===== config.mk =====
export PLATFORM = sky130hd
export DESIGN_NAME = pfl1_line_ctrl
export DESIGN_NICKNAME = d
export VERILOG_FILES = /design/src/rtl/pfl1_pkg.sv /design/src/rtl/pfl1_req_arb.sv /design/src/rtl/pfl1_stall_ctl.sv /design/src/rtl/pfl1_line_fsm.sv /design/src/rtl/pfl1_line_ctrl.sv
export SDC_FILE = /design/constraint.sdc
export NUM_CORES = 1
export LEC_CHECK = 0
export BUFFER_PORTS_ARGS = -buffer_cell sky130_fd_sc_hd__buf_4
export CAP_MARGIN = 40
export CORE_MARGIN = 1
export CORE_UTILIZATION = 51
export DETAILED_ROUTE_END_ITERATION = 6
export PLACE_DENSITY_LB_ADDON = 0.08
export SLEW_MARGIN = 15
export SYNTH_ARGS = -nofsm -noshare
export SYNTH_HDL_FRONTEND = slang
export SYNTH_SLANG_ARGS = --single-unit

===== constraint.sdc =====
create_clock -name clk -period 2.9 [get_ports clk]
set_input_delay 0.29 -clock clk [delete_from_list [all_inputs] [get_ports clk]]
set_output_delay 0.29 -clock clk [all_outputs]
set_load 0.02 [all_outputs]

===== src/rtl/pfl1_pkg.sv =====
// Package: shared encodings for the prefetch-aware L1 line controller.
// Assumes: two-bit kind, request and response codes as listed in the brief.
package pfl1_pkg;

    typedef enum logic [3:0] {
        ST_NP         = 4'd0,
        ST_I          = 4'd1,
        ST_S          = 4'd2,
        ST_E          = 4'd3,
        ST_M          = 4'd4,
        ST_I2S        = 4'd5,
        ST_I2M        = 4'd6,
        ST_S2M        = 4'd7,
        ST_I2S_INV    = 4'd8,
        ST_M2I        = 4'd9,
        ST_WB_SINK    = 4'd10,
        ST_PF_I2S     = 4'd11,
        ST_PF_I2S_INV = 4'd12,
        ST_PF_I2M     = 4'd13,
        ST_PF_S2M     = 4'd14
    } line_st_e;

    typedef enum logic [1:0] {
        RQ_LOAD   = 2'd0,
        RQ_IFETCH = 2'd1,
        RQ_STORE  = 2'd2,
        RQ_RSVD   = 2'd3
    } req_kind_e;

    typedef enum logic [1:0] {
        L2_GETS = 2'd0,
        L2_GETX = 2'd1,
        L2_UPGR = 2'd2,
        L2_PUTX = 2'd3
    } l2_req_e;

    typedef enum logic [1:0] {
        RS_DATA_SH = 2'd0,
        RS_DATA_EX = 2'd1,
        RS_WB_ACK  = 2'd2,
        RS_INV     = 2'd3
    } l2_rsp_e;

    // True for every state that waits on the second level.
    function automatic logic st_transient(line_st_e s);
        case (s)
            ST_NP, ST_I, ST_S, ST_E, ST_M: return 1'b0;
            default:                       return 1'b1;
        endcase
    endfunction

endpackage


===== src/rtl/pfl1_req_arb.sv =====
// Module: picks the request the line controller handles this cycle.
// Assumes: a response in the same cycle blocks both queues; the demand
// queue wins over the prefetch queue; a parked queue is skipped.
module pfl1_req_arb #(
    parameter int ADDR_W = 16
) (
    input  logic              clk,
    input  logic              rst_n,
    input  logic              rsp_valid,
    input  logic              dm_valid,
    input  logic [1:0]        dm_kind,
    input  logic [ADDR_W-1:0] dm_addr,
    input  logic              dm_blocked,
    input  logic              pf_valid,
    input  logic [1:0]        pf_kind,
    input  logic [ADDR_W-1:0] pf_addr,
    input  logic              pf_blocked,
    output logic              sel_valid,
    output logic              sel_pf,
    output logic [1:0]        sel_kind,
    output logic [ADDR_W-1:0] sel_addr
);

    // Fixed-priority selection: response, then demand, then prefetch.
    always_comb begin
        sel_valid = 1'b0;
        sel_pf    = 1'b0;
        sel_kind  = dm_kind;
        sel_addr  = dm_addr;
        if (!rsp_valid) begin
            if (dm_valid && !dm_blocked) begin
                sel_valid = 1'b1;
            end else if (pf_valid && !pf_blocked) begin
                sel_valid = 1'b1;
                sel_pf    = 1'b1;
                sel_kind  = pf_kind;
                sel_addr  = pf_addr;
            end
        end
    end

    // an eligible demand request is never passed over for a prefetch.
    p_demand_first_r12: assert property (@(posedge clk) disable iff (!rst_n)
        (dm_valid && !dm_blocked && sel_valid) |-> !sel_pf);

    // nothing is selected while a response is being handled.
    p_rsp_first_r12: assert property (@(posedge clk) disable iff (!rst_n)
        rsp_valid |-> !sel_valid);

endmodule


===== src/rtl/pfl1_stall_ctl.sv =====
// Module: holds one parked flag per input queue.
// Assumes: a stall request and a wake-up never occur in the same cycle,
// because stalls come from requests and wake-ups from responses.
module pfl1_stall_ctl (
    input  logic clk,
    input  logic rst_n,
    input  logic stall_dm_set,
    input  logic stall_pf_set,
    input  logic wake,
    output logic dm_blocked,
    output logic pf_blocked
);

    // Set a queue's flag on its stall, clear both on wake-up.
    always_ff @(posedge clk) begin
        if (!rst_n) begin
            dm_blocked <= 1'b0;
            pf_blocked <= 1'b0;
        end else if (wake) begin
            dm_blocked <= 1'b0;
            pf_blocked <= 1'b0;
        end else begin
            dm_blocked <= dm_blocked | stall_dm_set;
            pf_blocked <= pf_blocked | stall_pf_set;
        end
    end

    // one replacement never parks both queues at once.
    p_single_cause_r7: assert property (@(posedge clk) disable iff (!rst_n)
        !(stall_dm_set && stall_pf_set));

    // a wake-up releases both queues on the next cycle.
    p_wake_clears_r11: assert property (@(posedge clk) disable iff (!rst_n)
        wake |=> (!dm_blocked && !pf_blocked));

endmodule


===== src/rtl/pfl1_line_fsm.sv =====
// Module: coherence state, tag and prefetched-unused mark of one line.
// Assumes: at most one event (a response or one selected request) per
// cycle; every output except the state registers is a same-cycle decode.
module pfl1_line_fsm
    import pfl1_pkg::*;
#(
    parameter int ADDR_W = 16
) (
    input  logic              clk,
    input  logic              rst_n,
    input  logic              rsp_valid,
    input  logic [1:0]        rsp_type,
    input  logic              sel_valid,
    input  logic              sel_pf,
    input  logic [1:0]        sel_kind,
    input  logic [ADDR_W-1:0] sel_addr,
    output logic              dm_pop,
    output logic              pf_pop,
    output logic              req_valid,
    output logic [1:0]        req_type,
    output logic [ADDR_W-1:0] req_addr,
    output logic              pf_hit,
    output logic              pf_miss,
    output logic              evict,
    output logic [ADDR_W-1:0] evict_addr,
    output logic              stall_dm_set,
    output logic              stall_pf_set,
    output logic              wake
);

    line_st_e          st_q, st_d;
    logic [ADDR_W-1:0] tag_q, tag_d;
    logic              flag_q, flag_d;
    logic              is_data, is_store, tag_match;

    assign is_data    = (rsp_type == RS_DATA_SH) || (rsp_type == RS_DATA_EX);
    assign is_store   = (sel_kind == RQ_STORE);
    assign tag_match  = (st_q == ST_NP) || (sel_addr == tag_q);
    assign evict_addr = tag_q;

    // Next-state and action decode for the current event.
    always_comb begin
        st_d         = st_q;
        tag_d        = tag_q;
        flag_d       = flag_q;
        dm_pop       = 1'b0;
        pf_pop       = 1'b0;
        req_valid    = 1'b0;
        req_type     = L2_GETS;
        req_addr     = sel_addr;
        pf_hit       = 1'b0;
        pf_miss      = 1'b0;
        evict        = 1'b0;
        stall_dm_set = 1'b0;
        stall_pf_set = 1'b0;
        if (rsp_valid) begin
            case (st_q)
                ST_I2S, ST_PF_I2S: begin
                    if (is_data) begin
                        st_d   = (rsp_type == RS_DATA_SH) ? ST_S : ST_E;
                        flag_d = (st_q == ST_PF_I2S);
                    end else if (rsp_type == RS_INV) begin
                        st_d = (st_q == ST_I2S) ? ST_I2S_INV : ST_PF_I2S_INV;
                    end
                end
                ST_I2M, ST_PF_I2M, ST_S2M, ST_PF_S2M: begin
                    if (is_data) begin
                        st_d   = ST_M;
                        flag_d = (st_q == ST_PF_I2M || st_q == ST_PF_S2M) ? 1'b1 : flag_q;
                    end else if (rsp_type == RS_INV && st_q == ST_S2M) begin
                        st_d   = ST_I2M;
                        flag_d = 1'b0;
                    end else if (rsp_type == RS_INV && st_q == ST_PF_S2M) begin
                        st_d   = ST_PF_I2M;
                        flag_d = 1'b0;
                    end
                end
                ST_I2S_INV, ST_PF_I2S_INV: begin
                    if (is_data) begin
                        st_d   = ST_I;
                        flag_d = 1'b0;
                    end
                end
                ST_M2I: begin
                    if (rsp_type == RS_WB_ACK) st_d = ST_I;
                    else if (rsp_type == RS_INV) st_d = ST_WB_SINK;
                end
                ST_WB_SINK: begin
                    if (rsp_type == RS_WB_ACK) st_d = ST_I;
                end
                ST_S: begin
                    if (rsp_type == RS_INV) begin
                        st_d   = ST_I;
                        flag_d = 1'b0;
                    end
                end
                default: ;
            endcase
        end else if (sel_valid) begin
            if (!tag_match) begin
                // Replacement of the resident line.
                flag_d = 1'b0;
                if (st_transient(st_q)) begin
                    flag_d       = flag_q;
                    stall_pf_set = sel_pf;
                    stall_dm_set = !sel_pf;
                end else begin
                    case (st_q)
                        ST_I: st_d = ST_NP;
                        ST_S: begin
                            st_d  = ST_I;
                            evict = 1'b1;
                        end
                        ST_E, ST_M: begin
                            st_d      = ST_M2I;
                            evict     = 1'b1;
                            req_valid = 1'b1;
                            req_type  = L2_PUTX;
                            req_addr  = tag_q;
                        end
                        default: ;
                    endcase
                end
            end else if (sel_pf) begin
                // Prefetch: fetch into an empty line, otherwise drop.
                pf_pop = 1'b1;
                if (st_q == ST_NP || st_q == ST_I) begin
                    tag_d     = sel_addr;
                    flag_d    = 1'b0;
                    req_valid = 1'b1;
                    req_type  = is_store ? L2_GETX : L2_GETS;
                    st_d      = is_store ? ST_PF_I2M : ST_PF_I2S;
                end
            end else begin
                // Demand access to the resident (or empty) line.
                case (st_q)
                    ST_NP, ST_I: begin
                        dm_pop    = 1'b1;
                        tag_d     = sel_addr;
                        flag_d    = 1'b0;
                        req_valid = 1'b1;
                        req_type  = is_store ? L2_GETX : L2_GETS;
                        st_d      = is_store ? ST_I2M : ST_I2S;
                    end
                    ST_S: begin
                        dm_pop = 1'b1;
                        if (is_store) begin
                            req_valid = 1'b1;
                            req_type  = L2_UPGR;
                            st_d      = ST_S2M;
                        end else begin
                            pf_hit = flag_q;
                            flag_d = 1'b0;
                        end
                    end
                    ST_E, ST_M: begin
                        dm_pop = 1'b1;
                        pf_hit = flag_q;
                        flag_d = 1'b0;
                        if (is_store) st_d = ST_M;
                    end
                    ST_PF_I2S_INV: begin
                        if (sel_kind == RQ_IFETCH) begin
                            dm_pop  = 1'b1;
                            pf_miss = 1'b1;
                            st_d    = ST_I2S_INV;
                        end else begin
                            stall_dm_set = 1'b1;
                        end
                    end
                    default: stall_dm_set = 1'b1;
                endcase
            end
        end
    end

    assign wake = st_transient(st_q) && !st_transient(st_d);

    // Line registers.
    always_ff @(posedge clk) begin
        if (!rst_n) begin
            st_q   <= ST_NP;
            tag_q  <= '0;
            flag_q <= 1'b0;
        end else begin
            st_q   <= st_d;
            tag_q  <= tag_d;
            flag_q <= flag_d;
        end
    end

    // a completed prefetch fill leaves the line marked.
    p_fill_marks_r3: assert property (@(posedge clk) disable iff (!rst_n)
        (rsp_valid && is_data && (st_q == ST_PF_I2S || st_q == ST_PF_I2M)) |=> flag_q);

    // after a prefetch-hit pulse the mark is gone.
    p_hit_once_r4: assert property (@(posedge clk) disable iff (!rst_n)
        pf_hit |=> !flag_q);

    // a dropped prefetch leaves the state as it was.
    p_pf_drop_r6: assert property (@(posedge clk) disable iff (!rst_n)
        (pf_pop && st_q != ST_NP && st_q != ST_I) |=> $stable(st_q));

    // a writeback request leaves the line waiting for its acknowledge.
    p_putx_waits_r8: assert property (@(posedge clk) disable iff (!rst_n)
        (req_valid && req_type == L2_PUTX) |=> (st_q == ST_M2I));

    // a prefetch-miss pulse hands the line over to a demand fill.
    p_ifmiss_r9: assert property (@(posedge clk) disable iff (!rst_n)
        pf_miss |=> (st_q == ST_I2S_INV));

    // only one queue is consumed per cycle.
    p_one_pop_r12: assert property (@(posedge clk) disable iff (!rst_n)
        !(dm_pop && pf_pop));

endmodule


===== src/rtl/pfl1_line_ctrl.sv =====
// Module: top of the prefetch-aware L1 line controller.
// Assumes: queue heads stay stable until popped; the second level sends
// at most one response per cycle.
module pfl1_line_ctrl #(
    parameter int ADDR_W = 16
) (
    input  logic              clk,
    input  logic              rst_n,
    input  logic              dm_valid_i,
    input  logic [1:0]        dm_kind_i,
    input  logic [ADDR_W-1:0] dm_addr_i,
    output logic              dm_pop_o,
    output logic              dm_stall_o,
    input  logic              pf_valid_i,
    input  logic [1:0]        pf_kind_i,
    input  logic [ADDR_W-1:0] pf_addr_i,
    output logic              pf_pop_o,
    output logic              pf_stall_o,
    output logic              l2_req_valid_o,
    output logic [1:0]        l2_req_type_o,
    output logic [ADDR_W-1:0] l2_req_addr_o,
    input  logic              l2_rsp_valid_i,
    input  logic [1:0]        l2_rsp_type_i,
    output logic              pf_hit_o,
    output logic              pf_miss_o,
    output logic [ADDR_W-1:0] pf_note_addr_o,
    output logic              evict_o,
    output logic [ADDR_W-1:0] evict_addr_o,
    output logic              wake_o
);

    logic              sel_valid, sel_pf;
    logic [1:0]        sel_kind;
    logic [ADDR_W-1:0] sel_addr;
    logic              stall_dm_set, stall_pf_set;

    pfl1_req_arb #(.ADDR_W(ADDR_W)) u_arb (
        .clk        (clk),
        .rst_n      (rst_n),
        .rsp_valid  (l2_rsp_valid_i),
        .dm_valid   (dm_valid_i),
        .dm_kind    (dm_kind_i),
        .dm_addr    (dm_addr_i),
        .dm_blocked (dm_stall_o),
        .pf_valid   (pf_valid_i),
        .pf_kind    (pf_kind_i),
        .pf_addr    (pf_addr_i),
        .pf_blocked (pf_stall_o),
        .sel_valid  (sel_valid),
        .sel_pf     (sel_pf),
        .sel_kind   (sel_kind),
        .sel_addr   (sel_addr)
    );

    pfl1_line_fsm #(.ADDR_W(ADDR_W)) u_fsm (
        .clk          (clk),
        .rst_n        (rst_n),
        .rsp_valid    (l2_rsp_valid_i),
        .rsp_type     (l2_rsp_type_i),
        .sel_valid    (sel_valid),
        .sel_pf       (sel_pf),
        .sel_kind     (sel_kind),
        .sel_addr     (sel_addr),
        .dm_pop       (dm_pop_o),
        .pf_pop       (pf_pop_o),
        .req_valid    (l2_req_valid_o),
        .req_type     (l2_req_type_o),
        .req_addr     (l2_req_addr_o),
        .pf_hit       (pf_hit_o),
        .pf_miss      (pf_miss_o),
        .evict        (evict_o),
        .evict_addr   (evict_addr_o),
        .stall_dm_set (stall_dm_set),
        .stall_pf_set (stall_pf_set),
        .wake         (wake_o)
    );

    pfl1_stall_ctl u_stall (
        .clk          (clk),
        .rst_n        (rst_n),
        .stall_dm_set (stall_dm_set),
        .stall_pf_set (stall_pf_set),
        .wake         (wake_o),
        .dm_blocked   (dm_stall_o),
        .pf_blocked   (pf_stall_o)
    );

    assign pf_note_addr_o = sel_addr;

    // a prefetch-miss pulse carries a demand-side address.
    p_miss_from_demand_r9: assert property (@(posedge clk) disable iff (!rst_n)
        pf_miss_o |-> (dm_pop_o && pf_note_addr_o == dm_addr_i));

endmodule


-- Word-level counts from Yosys, hierarchy flattened
Index checks and enable logic that the tools add are counted.
- register bits: 23
- input bits: 43
- output and inout bits: 59
- word-level logic and storage cells: 194
- eq/ne operators: 35
- muxes and demuxes: 121
- bitwise logic cells: 4
- reduce and logical (&&, ||, !) cells: 29
- operator list (kind ; number):
    2-to-1 mux 16 bit ; 11
    2-to-1 mux 4 bit ; 19
    2-to-1 mux 1 bit ; 67
    equality test 4 bit, second input constant ; 7
    2-to-1 mux 2 bit ; 12
    case mux 4 bit (6 select lines) ; 1
    equality test 4 x 3 -> 1 bit, second input constant ; 5
    equality test 16 bit ; 1
    equality test 4 x 2 -> 1 bit, second input constant ; 4
    case mux 4 bit (4 select lines) ; 1
    != test 3 x 2 -> 1 bit, second input constant ; 4
    case mux 4 bit (3 select lines) ; 1
    AND reduction 11 bit ; 1
    != test 5 x 4 -> 1 bit, second input constant ; 2
    case mux 1 bit (2 select lines) ; 5
    OR reduction 2 bit ; 5
    OR reduction 5 bit ; 2
    equality test 4 x 1 -> 1 bit, second input constant ; 2
    zero test 4 bit ; 2
    != test 4 bit, second input constant ; 2
    OR reduction 4 bit ; 2
    equality test 2 bit, second input constant ; 3
    2-to-1 mux 3 bit ; 2
    logical AND 1 bit ; 5
    14 further kinds ; 23

-- Logic depth before layout (Yosys ltp)
- word-level depth: 18
- mapped depth: 12
- gate-level depth less buffers: 9

-- Hierarchy
From an unflattened synthesis, not the netlist that was laid out.
- cells, all modules: 315
- area, all modules: 2522.4 µm²
- modules (own cells, without submodules) (module ; instances ; cells each ; area an instance (µm²) ; seq. area each (µm²)):
    pfl1_line_fsm ; 1 ; 283 ; 2140.8 ; 420.4
    pfl1_req_arb ; 1 ; 25 ; 312.8 ; 0.0
    pfl1_stall_ctl ; 1 ; 7 ; 68.8 ; 40.0

-- Worst setup path before layout
No wires, ideal clock.
- path kind: flip-flop to output port
- start: register u_stall.pf_blocked
- end: output port dm_pop_o
- arrival: 2.768 ns
- required time: 2.610 ns
- setup slack: -0.158 ns
- cell stages (with the launch flop): 10
- buffers on the path: 1
- cell sequence: dfxtp_1 -> or3b_4 -> or2_1 -> buf_6 -> a21oi_4 -> a2bb2oi_2 -> o2111a_2 -> a21oi_4 -> or3_1 -> a211oi_1
- word-level cells in the longest chain between the ends: 12
- elaborated cells on any way between the ends: 22
- those cells by class: eq/ne: 2; mux: 17; reduce/logical: 3
- ends and longest elaborated chain (element ; RTL line ; source):
    from (decl) ; pfl1_stall_ctl.sv:11 ; output logic pf_blocked
    from (signal assigned) ; pfl1_stall_ctl.sv:24 ; pf_blocked <= pf_blocked | stall_pf_set;
    zero test 1 bit (*) ; pfl1_req_arb.sv:33 ; end else if (pf_valid && !pf_blocked) begin
    logical AND 1 bit (*) ; pfl1_req_arb.sv:33 ;
    2-to-1 mux 2 bit ; pfl1_req_arb.sv:33 ;
    2-to-1 mux 2 bit ; pfl1_req_arb.sv:31 ; if (dm_valid && !dm_blocked) begin
    2-to-1 mux 2 bit ; pfl1_req_arb.sv:30 ; if (!rsp_valid) begin
    equality test 2 x 1 -> 1 bit ; pfl1_line_fsm.sv:163 ; if (sel_kind == RQ_IFETCH) begin
    2-to-1 mux 1 bit ; pfl1_line_fsm.sv:163 ;
    case mux 1 bit (2 select lines) ; pfl1_line_fsm.sv:136 ; case (st_q)
    2-to-1 mux 1 bit ; pfl1_line_fsm.sv:124 ; end else if (sel_pf) begin
    2-to-1 mux 1 bit ; pfl1_line_fsm.sv:100 ; if (!tag_match) begin
    2-to-1 mux 1 bit (*) ; pfl1_line_fsm.sv:99 ; end else if (sel_valid) begin
    2-to-1 mux 1 bit (*) ; pfl1_line_fsm.sv:56 ; if (rsp_valid) begin
    to (decl) ; pfl1_line_ctrl.sv:12 ; output logic dm_pop_o,
Every way passes the cells marked *; elsewhere a longest branch is shown, timed or not.

-- Worst setup path in the final report
- start: register u_stall.pf_blocked
- end: output port wake_o
- word-level cells in the longest chain between the ends: 15
- elaborated cells on any way between the ends: 35
- those cells by class: eq/ne: 7; mux: 22; reduce/logical: 6
- ends and longest elaborated chain (element ; RTL line ; source):
    zero test 1 bit (*) ; pfl1_req_arb.sv:33 ;
    logical AND 1 bit (*) ; pfl1_req_arb.sv:33 ;
    2-to-1 mux 2 bit ; pfl1_req_arb.sv:33 ;
    2-to-1 mux 2 bit ; pfl1_req_arb.sv:31 ;
    2-to-1 mux 2 bit ; pfl1_req_arb.sv:30 ;
    equality test 2 x 1 -> 1 bit or equality test 2 bit (tied branches) ; pfl1_line_fsm.sv:163, pfl1_line_fsm.sv:37 ;
    2-to-1 mux 4 bit (tied with other cells) ; pfl1_line_fsm.sv:163 ;
    case mux 4 bit (4 select lines) or 2-to-1 mux 4 bit (tied branches) ; pfl1_line_fsm.sv:136, pfl1_line_fsm.sv:127 ;
    2-to-1 mux 4 bit ; pfl1_line_fsm.sv:124 ;
    2-to-1 mux 4 bit ; pfl1_line_fsm.sv:100 ;
    2-to-1 mux 4 bit (*) ; pfl1_line_fsm.sv:99 ;
    2-to-1 mux 4 bit (*) ; pfl1_line_fsm.sv:56 ;
    equality test 4 x 1 -> 1 bit (tied with other cells) ; pfl1_pkg.sv:46 ; case (s)
    OR reduction 5 bit (*) ; pfl1_pkg.sv:46 ;
    logical AND 1 bit (*) ; pfl1_line_fsm.sv:177 ; assign wake = st_transient(st_q) && !st_transient(st_d);
    to (decl) ; pfl1_line_ctrl.sv:29 ; output logic wake_o
Marked as above.

==> results.sh <==
export IMPL_status="complete, but fails checks"
export IMPL_violations="setup timing"
export IMPL_grt_pass1_vias=3308
export IMPL_p_seq_frac=0.229
export IMPL_synth_area_sq_um=2710
export IMPL_hold_path_endpoint="u_fsm.evict_addr[14]$_SDFFE_PN0P_"
export IMPL_htreeDepth=1
export IMPL_ff2ff_setup_slack_ns=-0.13
export IMPL_worst_ep_required_time_ns=2.61
export IMPL_dpl_hpwl_um=7720
export IMPL_fin_util=0.885
export IMPL_drtIter0Drc=712
export IMPL_startpoint_type="register"
export IMPL_initial_core_util=0.531
export IMPL_period_minus_slack_ns=3.45
export IMPL_die_area_sq_um=5610
export IMPL_ant_nets=0
export IMPL_track_usage=0.382
export IMPL_min_delay_start="rst_n"
export IMPL_cts_root_buf="clkbuf_8"
export IMPL_synth_distinct_cells=65
export IMPL_combPwrFrac=0.638
export IMPL_tightest_slew_ns=0.611
export IMPL_grt_max_degree=27
export IMPL_p_sw_frac=0.437
export IMPL_cap_violations=0
export IMPL_reg2reg_from="u_stall.pf_blocked$_SDFF_PP0_"
export IMPL_gp_congestion=0.994
export IMPL_first_pass_iters=7
export IMPL_die_w_um=74.9
export IMPL_synth_flop_cell="dfxtp_1"
export IMPL_fin_ws_ns=-0.550
export IMPL_leakagePower_nw=2.10
export IMPL_portBuffers=101
export IMPL_irDropWorstVdd_mv=0.287
export IMPL_cts_tree="yes"
export IMPL_endpoint_kind="output pin"
export IMPL_die_h_um=74.9
export IMPL_syn_avg_cell_area_sq_um=6.92
export IMPL_viasPerCell=6.48
export IMPL_cts_sinks=23
export IMPL_syn_nets=435
export IMPL_n_antenna_cell=0
export IMPL_r2r_cells=15
export IMPL_drc_errors=0
export IMPL_synth_edff_count=0
export IMPL_crit_family="compound AO/OA/AOI/OAI gates"
export IMPL_ys_ff_latch=23
export IMPL_grt_pass1_wl_um=16200
export IMPL_pwr_density_cell_nw_per_um2=371
export IMPL_synth_top_area_cell="dfxtp_1"
export IMPL_yosys_warnings=0
export IMPL_final_max_slew_violation_count=0
export IMPL_place_area_sq_um=3910
export IMPL_timing_rr_end="u_fsm.evict_addr[15]$_SDFFE_PN0P_"
export IMPL_drive_gt1_frac=0.437
export IMPL_cp_cell_sequence="or3b_4 > or2_4 > nor2_1 > a21oi_1 > o2111a_2 > a21o_1 > a221o_1 > a21oi_2 > o21a_1 > buf_6"
export IMPL_final_period_utilization=1.19
export IMPL_num_io_pins=102
export IMPL_finClkSkew_ns=0.00210
export IMPL_synth_top_area_frac=0.170
export IMPL_wl_per_cell_um=20.3
export IMPL_critical_path_class="reg -> out"
export IMPL_hold_path_class="in -> reg"
export IMPL_synthCells=392
export IMPL_clk_latency_ns=0.28
export IMPL_rsz0062_at_grt="yes"
export IMPL_async_flop_share=0
export IMPL_postCtsHoldBufs=0
export IMPL_fmax_ghz=0.290
export IMPL_fin_area_sq_um=4520
export IMPL_critPathMaxStageDelay_ns=0.43
export IMPL_path_buf_inv=1
export IMPL_hold_viol=0
export IMPL_fin_nets=591
export IMPL_p_int_w=0.000944
export IMPL_arrival_ns=3.16
export IMPL_areaGrowthSynthToFinish_pct=66.7
export IMPL_cts_clk_slew_worst_paths_ns=0.09
export IMPL_vias=3997
export IMPL_synth_area_leaders="dfxtp_1 (17%), nand2_1 (6.6%), mux2i_1 (6.3%), o21ai_0 (5.4%), mux2_2 (5.0%)"
export IMPL_rows=26
export IMPL_finalSetupViolCount=41
export IMPL_switching_power_w=0.000734
export IMPL_yosysSeqAreaShare=0.170
export IMPL_path_max_fanout=8
export IMPL_slowest_stage="or3b_4"
export IMPL_relSlewSlack=0.589
export IMPL_routed_wirelength_um=12500
export IMPL_numCtsBuffers=3
export IMPL_power_frac_clock=0.133
export IMPL_grt_overflow=0
export IMPL_antenna_found_initial=0
export IMPL_core_area_sq_um=5110
export IMPL_cts_buffer_depth=2
export IMPL_hold_depth=2
-- worst reg2reg max path, delay by kind of cell (launching register included) --
kind | cells | cell delay, ns
simple gates | 6 | 1.10
flops | 1 | 0.33
mux | 1 | 0.21
compound gates | 2 | 0.38
buf+inv | 6 | 0.91
-- synthesized netlist by cell type, drive strengths merged (3+ instances only) --
cell type / count
or3: 3
mux2i: 17
inv: 26
mux2: 12
a31oi: 3
nand2: 49
o22ai: 7
a21o: 3
o21ai: 29
clkbuf: 19
nor2b: 14
o211a: 4
xor2: 5
a222oi: 5
nand3: 15
nand4: 6
a22oi: 3
or2: 4
nor2: 34
a21oi: 25
o2111ai: 3
xnor2: 7
nor3: 14
dfxtp: 23
nand2b: 13
and2: 5
buf: 8
-- repair_timing --
item | 4_1_cts | 5_1_grt
buffers inserted | 15 | 5
pin swaps | 19 | 11
resized for setup | 66 | 30
gates cloned | 1 | 3
endpoints found under the setup margin | 22 | 44
hold endpoints to repair | 0 | 0
-- power groups by stage --
stage | Sequential, W | Combinational (W) | Clock (W)
finish | 0.000384 | 0.00107 | 0.000222
global route | 0.000386 | 0.00112 | 0.000235
CTS | 0.000379 | 0.000942 | 0.000223
detailed placement | 0.000386 | 0.000858 | 0
global placement | 0.000384 | 0.000847 | 0
floorplan | 0.000413 | 0.000466 | 0
-- how the worst max path moves through the flow --
stage                                       start        to  slack [ns]  depth (start not counted)
finish              u_stall.pf_blocked$_SDFF_PP0_    wake_o       -0.55                         10
global route        u_stall.pf_blocked$_SDFF_PP0_    wake_o       -0.62                         10
CTS                 u_stall.pf_blocked$_SDFF_PP0_    wake_o       -0.31                         11
detailed placement                 l2_rsp_valid_i    wake_o       -0.20                         12
global placement                   l2_rsp_valid_i    wake_o       -0.11                         12
floorplan           u_stall.pf_blocked$_SDFF_PP0_  dm_pop_o      -0.002                          9
-- cell type report --
class	instances	area [sq um]
clock buffers	4	45.0
fillers	261	587
inverters	26	97.6
multi-input cells	316	2260
flip-flops and latches	23	462
well taps	70	87.6
repair buffers	178	1570
-- registers in the layout, indices dropped and copies added (netlist names) --
name / flops
u_stall.pf_blocked: 1
u_stall.dm_blocked: 1
u_fsm.evict_addr: 16
u_fsm.st_q: 4
u_fsm.flag_q: 1
-- per-stage QoR --
step / setup WS [ns] / power (W) / cells / hold WS [ns] / TNS [ns]
after CTS: -0.313 / 0.00154 / 610 / 0.360 / -4.79
after detailed placement: -0.200 / 0.00124 / 592 / 0.464 / -2.25
final: -0.550 / 0.00168 / 617 / 0.385 / -11.18
after floorplan: -0.00165 / 0.000879 / 392 / 0.439 / -0.00165
after global placement: -0.111 / 0.00123 / 592 / 0.463 / -1.16
after global routing: -0.622 / 0.00174 / 617 / 0.381 / -14.85
-- cell usage in the layout (no fill, tap or decap), types with 6 or more instances in the layout --
master	Yosys	routed
mux2_4	0	12
a21oi_1	23	16
inv_1	26	26
nand4_1	6	6
buf_6	3	31
nor3_1	14	13
o22ai_1	7	7
nor2_1	32	26
nor2_4	1	7
o21ai_0	29	27
nand2b_1	13	13
buf_4	1	139
nor2b_1	14	13
mux2i_1	17	14
dfxtp_1	23	22
xnor2_1	7	7
nand3_1	15	14
nand2_1	48	47
-- kinds of logic (layout without fill, tap and decap cells) --
group / count (synthesis) / after routing / share of synthesized area
AND/OR/NAND/NOR: 166 / 166 / 0.307
AO/OA/AOI/OAI: 109 / 109 / 0.287
buffers and inverters: 53 / 208 / 0.0844
multiplexers: 29 / 29 / 0.113
flip-flops: 23 / 23 / 0.170
XOR/XNOR: 12 / 12 / 0.0387
-- metal layers --
metal	GRT usage	wire, um	share of wire
met5	0	0	0
met3	0.0616	1550	0.12
met2	0.603	5640	0.45
met1	0.515	4640	0.37
met4	0.164	712	0.057
(Power assumes the default switching activity.)
